$ cat src/rtl/evirq_pkg.sv
package evirq_pkg;
  localparam int unsigned EV_N   = 2;
  localparam int unsigned ADDR_W = 6;
  localparam int unsigned DATA_W = 32;

  localparam int unsigned BIT_OVF = 0;
  localparam int unsigned BIT_DLY = 1;

  localparam logic [ADDR_W-1:0] OFS_RAW    = 6'h00;
  localparam logic [ADDR_W-1:0] OFS_MASKED = 6'h04;
  localparam logic [ADDR_W-1:0] OFS_EN_SET = 6'h08;
  localparam logic [ADDR_W-1:0] OFS_EN_CLR = 6'h0C;
  localparam logic [ADDR_W-1:0] OFS_WAKE   = 6'h10;

  typedef logic [EV_N-1:0] ev_vec_t;

  function automatic ev_vec_t gate_vec(ev_vec_t a, ev_vec_t b);
    return a & b;
  endfunction

  function automatic logic any_set(ev_vec_t v);
    return |v;
  endfunction

  function automatic logic [DATA_W-1:0] widen(ev_vec_t v);
    logic [DATA_W-1:0] w;
    w = '0;
    w[EV_N-1:0] = v;
    return w;
  endfunction
endpackage

$ cat src/rtl/evirq_raw_cell.sv
module evirq_raw_cell (
  input  logic clk,
  input  logic rst_n,
  input  logic evt,
  input  logic sw_set,
  input  logic sw_clr,
  output logic raw_q
);
  logic raw_d;
  logic hold;

  assign hold  = ~evt & ~sw_set & ~sw_clr;
  // An event or a software set wins over a clear in the same cycle.
  assign raw_d = evt | sw_set | (raw_q & ~sw_clr);

  always_ff @(posedge clk or negedge rst_n) begin
    if (!rst_n) raw_q <= 1'b0;
    else        raw_q <= raw_d;
  end

  a_r2_event_sets: assert property (@(posedge clk) disable iff (!rst_n)
    evt |=> raw_q);
  a_r11_event_beats_clear: assert property (@(posedge clk) disable iff (!rst_n)
    (evt && sw_clr) |=> raw_q);
  a_r3_sw_sets: assert property (@(posedge clk) disable iff (!rst_n)
    sw_set |=> raw_q);
  a_r5_clear_works: assert property (@(posedge clk) disable iff (!rst_n)
    (sw_clr && !evt && !sw_set) |=> !raw_q);
  a_r3_idle_holds: assert property (@(posedge clk) disable iff (!rst_n)
    hold |=> $stable(raw_q));
endmodule

$ cat src/rtl/evirq_en_bank.sv
module evirq_en_bank #(
  parameter int unsigned N = 2
) (
  input  logic         clk,
  input  logic         rst_n,
  input  logic [N-1:0] set_v,
  input  logic [N-1:0] clr_v,
  output logic [N-1:0] en_q
);
  for (genvar i = 0; i < N; i++) begin : g_bit
    always_ff @(posedge clk or negedge rst_n) begin
      if (!rst_n)        en_q[i] <= 1'b0;
      else if (set_v[i]) en_q[i] <= 1'b1;
      else if (clr_v[i]) en_q[i] <= 1'b0;
    end

    a_r6_set_bit: assert property (@(posedge clk) disable iff (!rst_n)
      set_v[i] |=> en_q[i]);
    a_r6_clr_bit: assert property (@(posedge clk) disable iff (!rst_n)
      (clr_v[i] && !set_v[i]) |=> !en_q[i]);
    a_r6_idle_bit: assert property (@(posedge clk) disable iff (!rst_n)
      (!clr_v[i] && !set_v[i]) |=> $stable(en_q[i]));
  end
endmodule

$ cat src/rtl/evirq_regif.sv
module evirq_regif
  import evirq_pkg::*;
(
  input  logic              wr_en,
  input  logic [ADDR_W-1:0] addr,
  input  logic [DATA_W-1:0] wdata,
  input  ev_vec_t           raw_v,
  input  ev_vec_t           en_v,
  input  ev_vec_t           wake_v,
  output ev_vec_t           raw_set,
  output ev_vec_t           raw_clr,
  output ev_vec_t           en_set,
  output ev_vec_t           en_clr,
  output ev_vec_t           wake_set,
  output ev_vec_t           wake_clr,
  output logic [DATA_W-1:0] rdata
);
  ev_vec_t wd;
  logic    hit_raw, hit_msk, hit_set, hit_clr, hit_wake;

  assign wd       = wdata[EV_N-1:0];
  assign hit_raw  = wr_en && (addr == OFS_RAW);
  assign hit_msk  = wr_en && (addr == OFS_MASKED);
  assign hit_set  = wr_en && (addr == OFS_EN_SET);
  assign hit_clr  = wr_en && (addr == OFS_EN_CLR);
  assign hit_wake = wr_en && (addr == OFS_WAKE);

  assign raw_set  = hit_raw  ? wd  : '0;
  assign raw_clr  = hit_msk  ? wd  : '0;
  assign en_set   = hit_set  ? wd  : '0;
  assign en_clr   = hit_clr  ? wd  : '0;
  assign wake_set = hit_wake ? wd  : '0;
  assign wake_clr = hit_wake ? ~wd : '0;

  always_comb begin
    unique case (addr)
      OFS_RAW:    rdata = widen(raw_v);
      OFS_MASKED: rdata = widen(gate_vec(raw_v, en_v));
      OFS_EN_SET,
      OFS_EN_CLR: rdata = widen(en_v);
      OFS_WAKE:   rdata = widen(wake_v);
      default:    rdata = '0;
    endcase
  end
endmodule

$ cat src/rtl/evirq_unit.sv
module evirq_unit
  import evirq_pkg::*;
(
  input  logic              clk,
  input  logic              rst_n,
  input  logic              dly_evt,
  input  logic              ovf_evt,
  input  logic              wr_en,
  input  logic [ADDR_W-1:0] addr,
  input  logic [DATA_W-1:0] wdata,
  output logic [DATA_W-1:0] rdata,
  output logic              irq,
  output logic              wake_req
);
  ev_vec_t evt_v, raw_v, en_v, wake_v;
  ev_vec_t raw_set, raw_clr, en_set, en_clr, wake_set, wake_clr;
  ev_vec_t masked_v, wake_hit_v;

  always_comb begin
    evt_v          = '0;
    evt_v[BIT_DLY] = dly_evt;
    evt_v[BIT_OVF] = ovf_evt;
  end

  evirq_regif u_regif (
    .wr_en(wr_en), .addr(addr), .wdata(wdata),
    .raw_v(raw_v), .en_v(en_v), .wake_v(wake_v),
    .raw_set(raw_set), .raw_clr(raw_clr),
    .en_set(en_set), .en_clr(en_clr),
    .wake_set(wake_set), .wake_clr(wake_clr),
    .rdata(rdata)
  );

  for (genvar i = 0; i < EV_N; i++) begin : g_raw
    evirq_raw_cell u_cell (
      .clk(clk), .rst_n(rst_n), .evt(evt_v[i]),
      .sw_set(raw_set[i]), .sw_clr(raw_clr[i]), .raw_q(raw_v[i])
    );
  end

  evirq_en_bank #(.N(EV_N)) u_irq_en (
    .clk(clk), .rst_n(rst_n), .set_v(en_set), .clr_v(en_clr), .en_q(en_v)
  );

  evirq_en_bank #(.N(EV_N)) u_wake_en (
    .clk(clk), .rst_n(rst_n), .set_v(wake_set), .clr_v(wake_clr), .en_q(wake_v)
  );

  assign masked_v   = gate_vec(raw_v, en_v);
  assign wake_hit_v = gate_vec(raw_v, wake_v);
  assign irq        = any_set(masked_v);
  assign wake_req   = any_set(wake_hit_v);

  a_r1_upper_zero: assert property (@(posedge clk) disable iff (!rst_n)
    rdata[DATA_W-1:EV_N] == '0);
  a_r9_irq_level: assert property (@(posedge clk) disable iff (!rst_n)
    (irq && !(|raw_clr) && !(|en_clr)) |=> irq);
  a_r10_wake_source: assert property (@(posedge clk) disable iff (!rst_n)
    wake_req |-> (|raw_v) && (|wake_v));
  a_r12_reset_clear: assert property (@(posedge clk)
    !rst_n |-> (raw_v == '0) && (en_v == '0) && (wake_v == '0));
endmodule

$ cat config.mk
export PLATFORM = sky130hd
export DESIGN_NAME = evirq_unit
export DESIGN_NICKNAME = d
export VERILOG_FILES = /design/src/rtl/evirq_pkg.sv /design/src/rtl/evirq_raw_cell.sv /design/src/rtl/evirq_en_bank.sv /design/src/rtl/evirq_regif.sv /design/src/rtl/evirq_unit.sv
export SDC_FILE = /design/constraint.sdc
export NUM_CORES = 1
export LEC_CHECK = 0
export BUFFER_PORTS_ARGS = -buffer_cell sky130_fd_sc_hd__buf_2
export CORE_ASPECT_RATIO = 1.4
export CORE_UTILIZATION = 31
export CTS_CLUSTER_DIAMETER = 200
export DETAILED_ROUTE_END_ITERATION = 8
export PLACE_DENSITY_LB_ADDON = 0.1
export SLEW_MARGIN = 15
export SYNTH_ARGS = -nofsm -noshare
export SYNTH_HDL_FRONTEND = slang
export SYNTH_SLANG_ARGS = --single-unit
$ cat constraint.sdc
create_clock -name clk -period 1.2 [get_ports clk]
set_clock_uncertainty 0.15 [all_clocks]
set_input_delay 0.12 -clock clk [delete_from_list [all_inputs] [get_ports clk]]
set_output_delay 0.12 -clock clk [all_outputs]
set_load 0.01 [all_outputs]
# Word-level counts from Yosys, hierarchy flattened

Cells that the tools add are included.

Register bits: 6
Word-level logic and storage cells: 49
Output and inout port bits: 34
Input port bits: 43

Reduce and logical (&&, ||, !) cells: 13
Bitwise operators: 11
Muxes and demuxes: 15
Equal/unequal tests: 4

Operators by type and width:

| cell                                                                  | number |
|---|---|
| 6-bit by 4-bit equality test with 1-bit output, second input constant | 2 |
| 2-bit two-way mux                                                     | 6 |
| 1-bit two-way mux                                                     | 8 |
| 2-bit case mux with 4 select lines                                    | 1 |
| 2-bit nonzero test                                                    | 4 |
| 6-bit by 3-bit equality test with 1-bit output, second input constant | 1 |
| 6-bit by 5-bit equality test with 1-bit output, second input constant | 1 |
| 6-bit zero test                                                       | 1 |
| 2-bit OR reduction                                                    | 3 |
| 1-bit logical AND                                                     | 5 |
| 2-bit bitwise AND                                                     | 2 |
| 1-bit OR                                                              | 4 |
| 1-bit bitwise AND                                                     | 2 |
| 1-bit inverter                                                        | 2 |
| 2-bit inverter                                                        | 1 |

# Logic depth before layout (Yosys ltp)

Depth after elaboration: 6
Mapped depth: 3
Gate-level depth less buffers: 3

# By module

A second synthesis with hierarchy kept.

Cells, all modules: 83
Area, all modules: 643.1 µm²

Modules (own cells, without submodules):

| module         | area each (µm²) | instances | cells an instance | sequential area each (µm²) |
|---|---|---|---|---|
| evirq_regif    | 405.4           | 1         | 61                | 0.0 |
| evirq_en_bank  | 72.6            | 2         | 6                 | 50.0 |
| evirq_raw_cell | 37.5            | 2         | 4                 | 25.0 |
| evirq_unit     | 17.5            | 1         | 2                 | 0.0 |

# Least setup slack after synthesis

Ideal clock, no wire load.

Kind: input port to flip-flop
Start point: input addr[5]
End point: register g_raw[0].u_cell.raw_q
Path buffers: 0
Required time: 0.924 ns
Setup slack: -0.019 ns
Library setup time: 0.126 ns
Stages on the path: 3
Arrival time: 0.943 ns
Cells stage by stage: nor4b_4 > nand3_1 > a221o_1

Word-level cells in the longest chain between the ends: 6
Elaborated cells on any way between the ends: 10
Classes of those cells: eq/ne: 1; mux: 2; bitwise: 4; reduce/logical: 3

Ends and longest elaborated chain:

| what                                           | line                 | source |
|---|---|---|
| start, declared                                | evirq_unit.sv:9      | `input logic [ADDR_W-1:0] addr,` |
| 6-bit by 3-bit equality test with 1-bit output | evirq_regif.sv:23    | `assign hit_msk = wr_en && (addr == OFS_MASKED);` |
| 1-bit logical AND                              | evirq_regif.sv:23    |  |
| 2-bit two-way mux                              | evirq_regif.sv:29    | `assign raw_clr = hit_msk ? wd : '0;` |
| 1-bit inverter                                 | n/a                  |  |
| 1-bit bitwise AND                              | evirq_raw_cell.sv:14 | `assign raw_d = evt \| sw_set \| (raw_q & ~sw_clr);` |
| 1-bit OR (*)                                   | evirq_raw_cell.sv:14 |  |
| net g_raw[0].u_cell.raw_d                      | evirq_raw_cell.sv:9  | `logic raw_d;` |
| end signal, assigned                           | evirq_raw_cell.sv:18 | `else raw_q <= raw_d;` |
| end, declared                                  | evirq_raw_cell.sv:7  | `output logic raw_q` |

The timed path passes the listed nets; every way through them passes the cells marked *.
A chain may end at the register's enable or synchronous reset.

# Final worst setup path

Start point: register g_raw[1].u_cell.raw_q
End point: output rdata[1]

Word-level cells in the longest chain between the ends: 2

Ends and longest elaborated chain:

| what                                   | line                 | source |
|---|---|---|
| start, declared                        | evirq_raw_cell.sv:7  |  |
| start signal, assigned                 | evirq_raw_cell.sv:18 |  |
| 2-bit bitwise AND                      | evirq_pkg.sv:18      | `return a & b;` |
| 2-bit case mux with 4 select lines (*) | evirq_regif.sv:36    | `unique case (addr)` |
| end, declared                          | evirq_unit.sv:11     | `output logic [DATA_W-1:0] rdata,` |

Mark *: on every way between the ends. The rest lies on a longest branch, timed or not.

==> results.toml <==
[die]
io_pins = 77
initial_utilization_pct = 33.5
die_w_um = 39.3
die_area_um2 = 2130
num_rows = 18
dieHeight_um = 54.2
core_um2 = 1800

[final_layout]
area_delta_synth_final_pct = 19.7
final_cells = 117
antenna_cells = 0
fin_nets = 142
drive_gt1_share_pct = 36.1
fill_cells = 202
multi_input_area_um2 = 333
register_area_um2 = 150
design_area_um2 = 723

[status]
outcome = "finished, violations left"
violations = "setup timing"

[place]
dp.final_hpwl_um = 945
port_buffers = 16
gp_congestion = 0.749
placed_area_um2 = 646
dp_cells = 109

[synthesis]
synthTopCellsByArea = "buf_4 37%, dfrtp_1 25%, mux2_2 7.5%"
syn_area_um2 = 604
synthCells = 67
yosys.area.top_type_share_pct = 37.3
avgSynthCellArea_um2 = 9.02
ys.flop_type = "dfrtp_1"
yosysTopAreaCell = "buf_4"
synth_cell_types = 17
async_reset_ff_share_pct = 100
ys_top_cells_by_count = "30 x buf_4, 6 x dfrtp_1, 4 x mux2_2, 3 x inv_1, 3 x nand3_1"
ys_seq_area_share_pct = 24.8
synth_seq_cells = 6
synth-edff-count = 0
synth_most_common_cell = "buf_4"
synth_warnings = 0

[route]
dr_wl_met2_um = 615
first_pass_iters = 2
wl_um = 1120
routed.top_layer = "met3"
drc = 0
drt-met1-wl_um = 416
post_drt_via_cell_ratio = 4.13
antenna_left = 0
drt_iter0_drc = 6
wl_per_cell_um = 9.60
num_vias = 483
wl_met3_um = 91

[sta]
finalHoldViolCount = 0
fin_crit_sh_pct = 122
fin_setup_tns_ns = -0.936
min_period_ns = 1.46
fin_ws_ns = -0.263
drv_slew = 0
setup_viol = 4
rsz0062_at_grt = "true"
fmax_mhz = 684

[clocking]
clock_latency_ns = 0.24
cts_buffers = 3
path_clk_slew_ns = 0.04
htreeDepth = 1
root_buffer = "clkbuf_4"
cts_tree = "built"
clk_path_buf_depth = 2
clock_sinks = 6

[power]
peakVddDrop_uv = 663
p_leak_nw = 0.405
power.density_nw_per_um2 = 822

[worst_setup_path]
end_kind = "primary output"
cp-start-kind = "flop"
worstReg2RegStart = "g_raw[1].u_cell.raw_q"
critPathArrivalTime_ns = 1.19
path_class = "flop to primary output"
crit_path_end = "rdata[1]"
r2r_slack_ns = 0.03
cp.required_ns = 0.93
rr_endpoint = "g_raw[1].u_cell.raw_q"
reg2reg_depth = 2
cp_max_fo = 3
crit_start = "g_raw[1].u_cell.raw_q"

[global_routing]
grt_pass1_wl_um = 1680
grt_pass1_vias = 374
grt_overflow = 0
grt_max_degree = 7
track_usage_pct = 11.8
antenna_found_initial = 0

[hold_path]
worstHoldPathType = "input pin to flop"

[run]
maxCapViolations = 0
power by group:
| part | internal (mW) | switching [mW] | leakage (nW) |
|---|---|---|---|
| Combinational | 0.0748 | 0.0996 | 0.328 |
| Sequential | 0.222 | 0.0153 | 0.0637 |
| Clock | 0.113 | 0.0700 | 0.0138 |
| Total | 0.409 | 0.185 | 0.405 |
cell usage in the layout (no fill, tap or decap):
| cell | instances |
|---|---|
| clkbuf_4 | 3 |
| buf_4 | 8 |
| inv_1 | 3 |
| or3_2 | 1 |
| nand4_1 | 2 |
| buf_2 | 16 |
| mux2_4 | 1 |
| dfrtp_1 | 6 |
| conb_1 | 30 |
| buf_6 | 1 |
| mux2_2 | 3 |
| mux2i_1 | 2 |
| nand2_1 | 1 |
| nand2_2 | 1 |
| a221o_1 | 2 |
| nor2_1 | 2 |
| nor4b_4 | 1 |
| dlygate4sd3_1 | 3 |
| nand3_1 | 3 |
| o211ai_1 | 2 |
| a21oi_1 | 2 |
| a22o_1 | 2 |
| and3_1 | 2 |
registers in the layout, summed over array words and instances (netlist names):
name                count
u_irq_en.en_q           2
u_wake_en.en_q          2
g_raw.u_cell.raw_q      2
kinds of logic (layout without fill, tap and decap cells):
kind of cell	Yosys count	after routing	share of synthesized area, %
buffers and inverters	33	34	39.1
AND/OR/NAND/NOR	13	13	14.3
AO/OA/AOI/OAI	8	8	10.4
multiplexers	6	6	10.8
flip-flops	6	6	24.8
other	1	30	0.621
worst min path at each step:
stage	to	slack, ns	start	cells past startpoint
4_1_cts	u_irq_en.en_q[0]	0.006	addr[2]	3
5_1_grt	u_wake_en.en_q[1]	0.02	wdata[1]	2
6_report	u_irq_en.en_q[0]	0.01	addr[2]	3
3_3_place_gp	u_wake_en.en_q[0]	-0.19	rst_n	1
3_5_place_dp	u_wake_en.en_q[1]	-0.20	rst_n	1
2_1_floorplan	g_raw[0].u_cell.raw_q	-0.33	rst_n	0
critical path: stages (launching register included):
cell and delay (ns):
dfrtp_1 0.40, mux2_4 0.29, nand2_2 0.06, a21oi_1 0.06, buf_2 0.14
layer usage:
metal / GRT usage [%] / vias up
met3: 4.88 / 0
met4: 3.45 / 0
met1: 13.4 / 222
met5: 0 / -
li1: - / 234
met2: 20.0 / 27
per-stage QoR:
step | hold slack [ns] | setup slack, ns | utilization (%) | power, mW
floorplan | -0.326 | 0.00620 | - | 0.406
global placement | -0.193 | -0.139 | 35.8 | 0.403
detailed placement | -0.198 | -0.155 | 35.8 | 0.403
CTS | 0.00582 | -0.273 | 39.6 | 0.606
global route | 0.0202 | -0.322 | 40.1 | 0.644
finish | 0.0132 | -0.263 | 40.1 | 0.594
repair_timing:
action,in CTS,in global routing
setup endpoints to repair,4,5
resized for setup,2,1
hold buffers,3,0
endpoints found under the hold margin,8,0
pin swaps,2,2
setup buffers,1,1
area by class of cell:
type / count / area share [%]
Clock buffer: 3 / 3.11
Inverter: 3 / 1.56
Multi-Input combinational cell: 57 / 46.0
Sequential cell: 6 / 20.8
Tap cell: 20 / 3.46
Timing Repair Buffer: 28 / 25.1
Power figures use the tool's default switching activity.
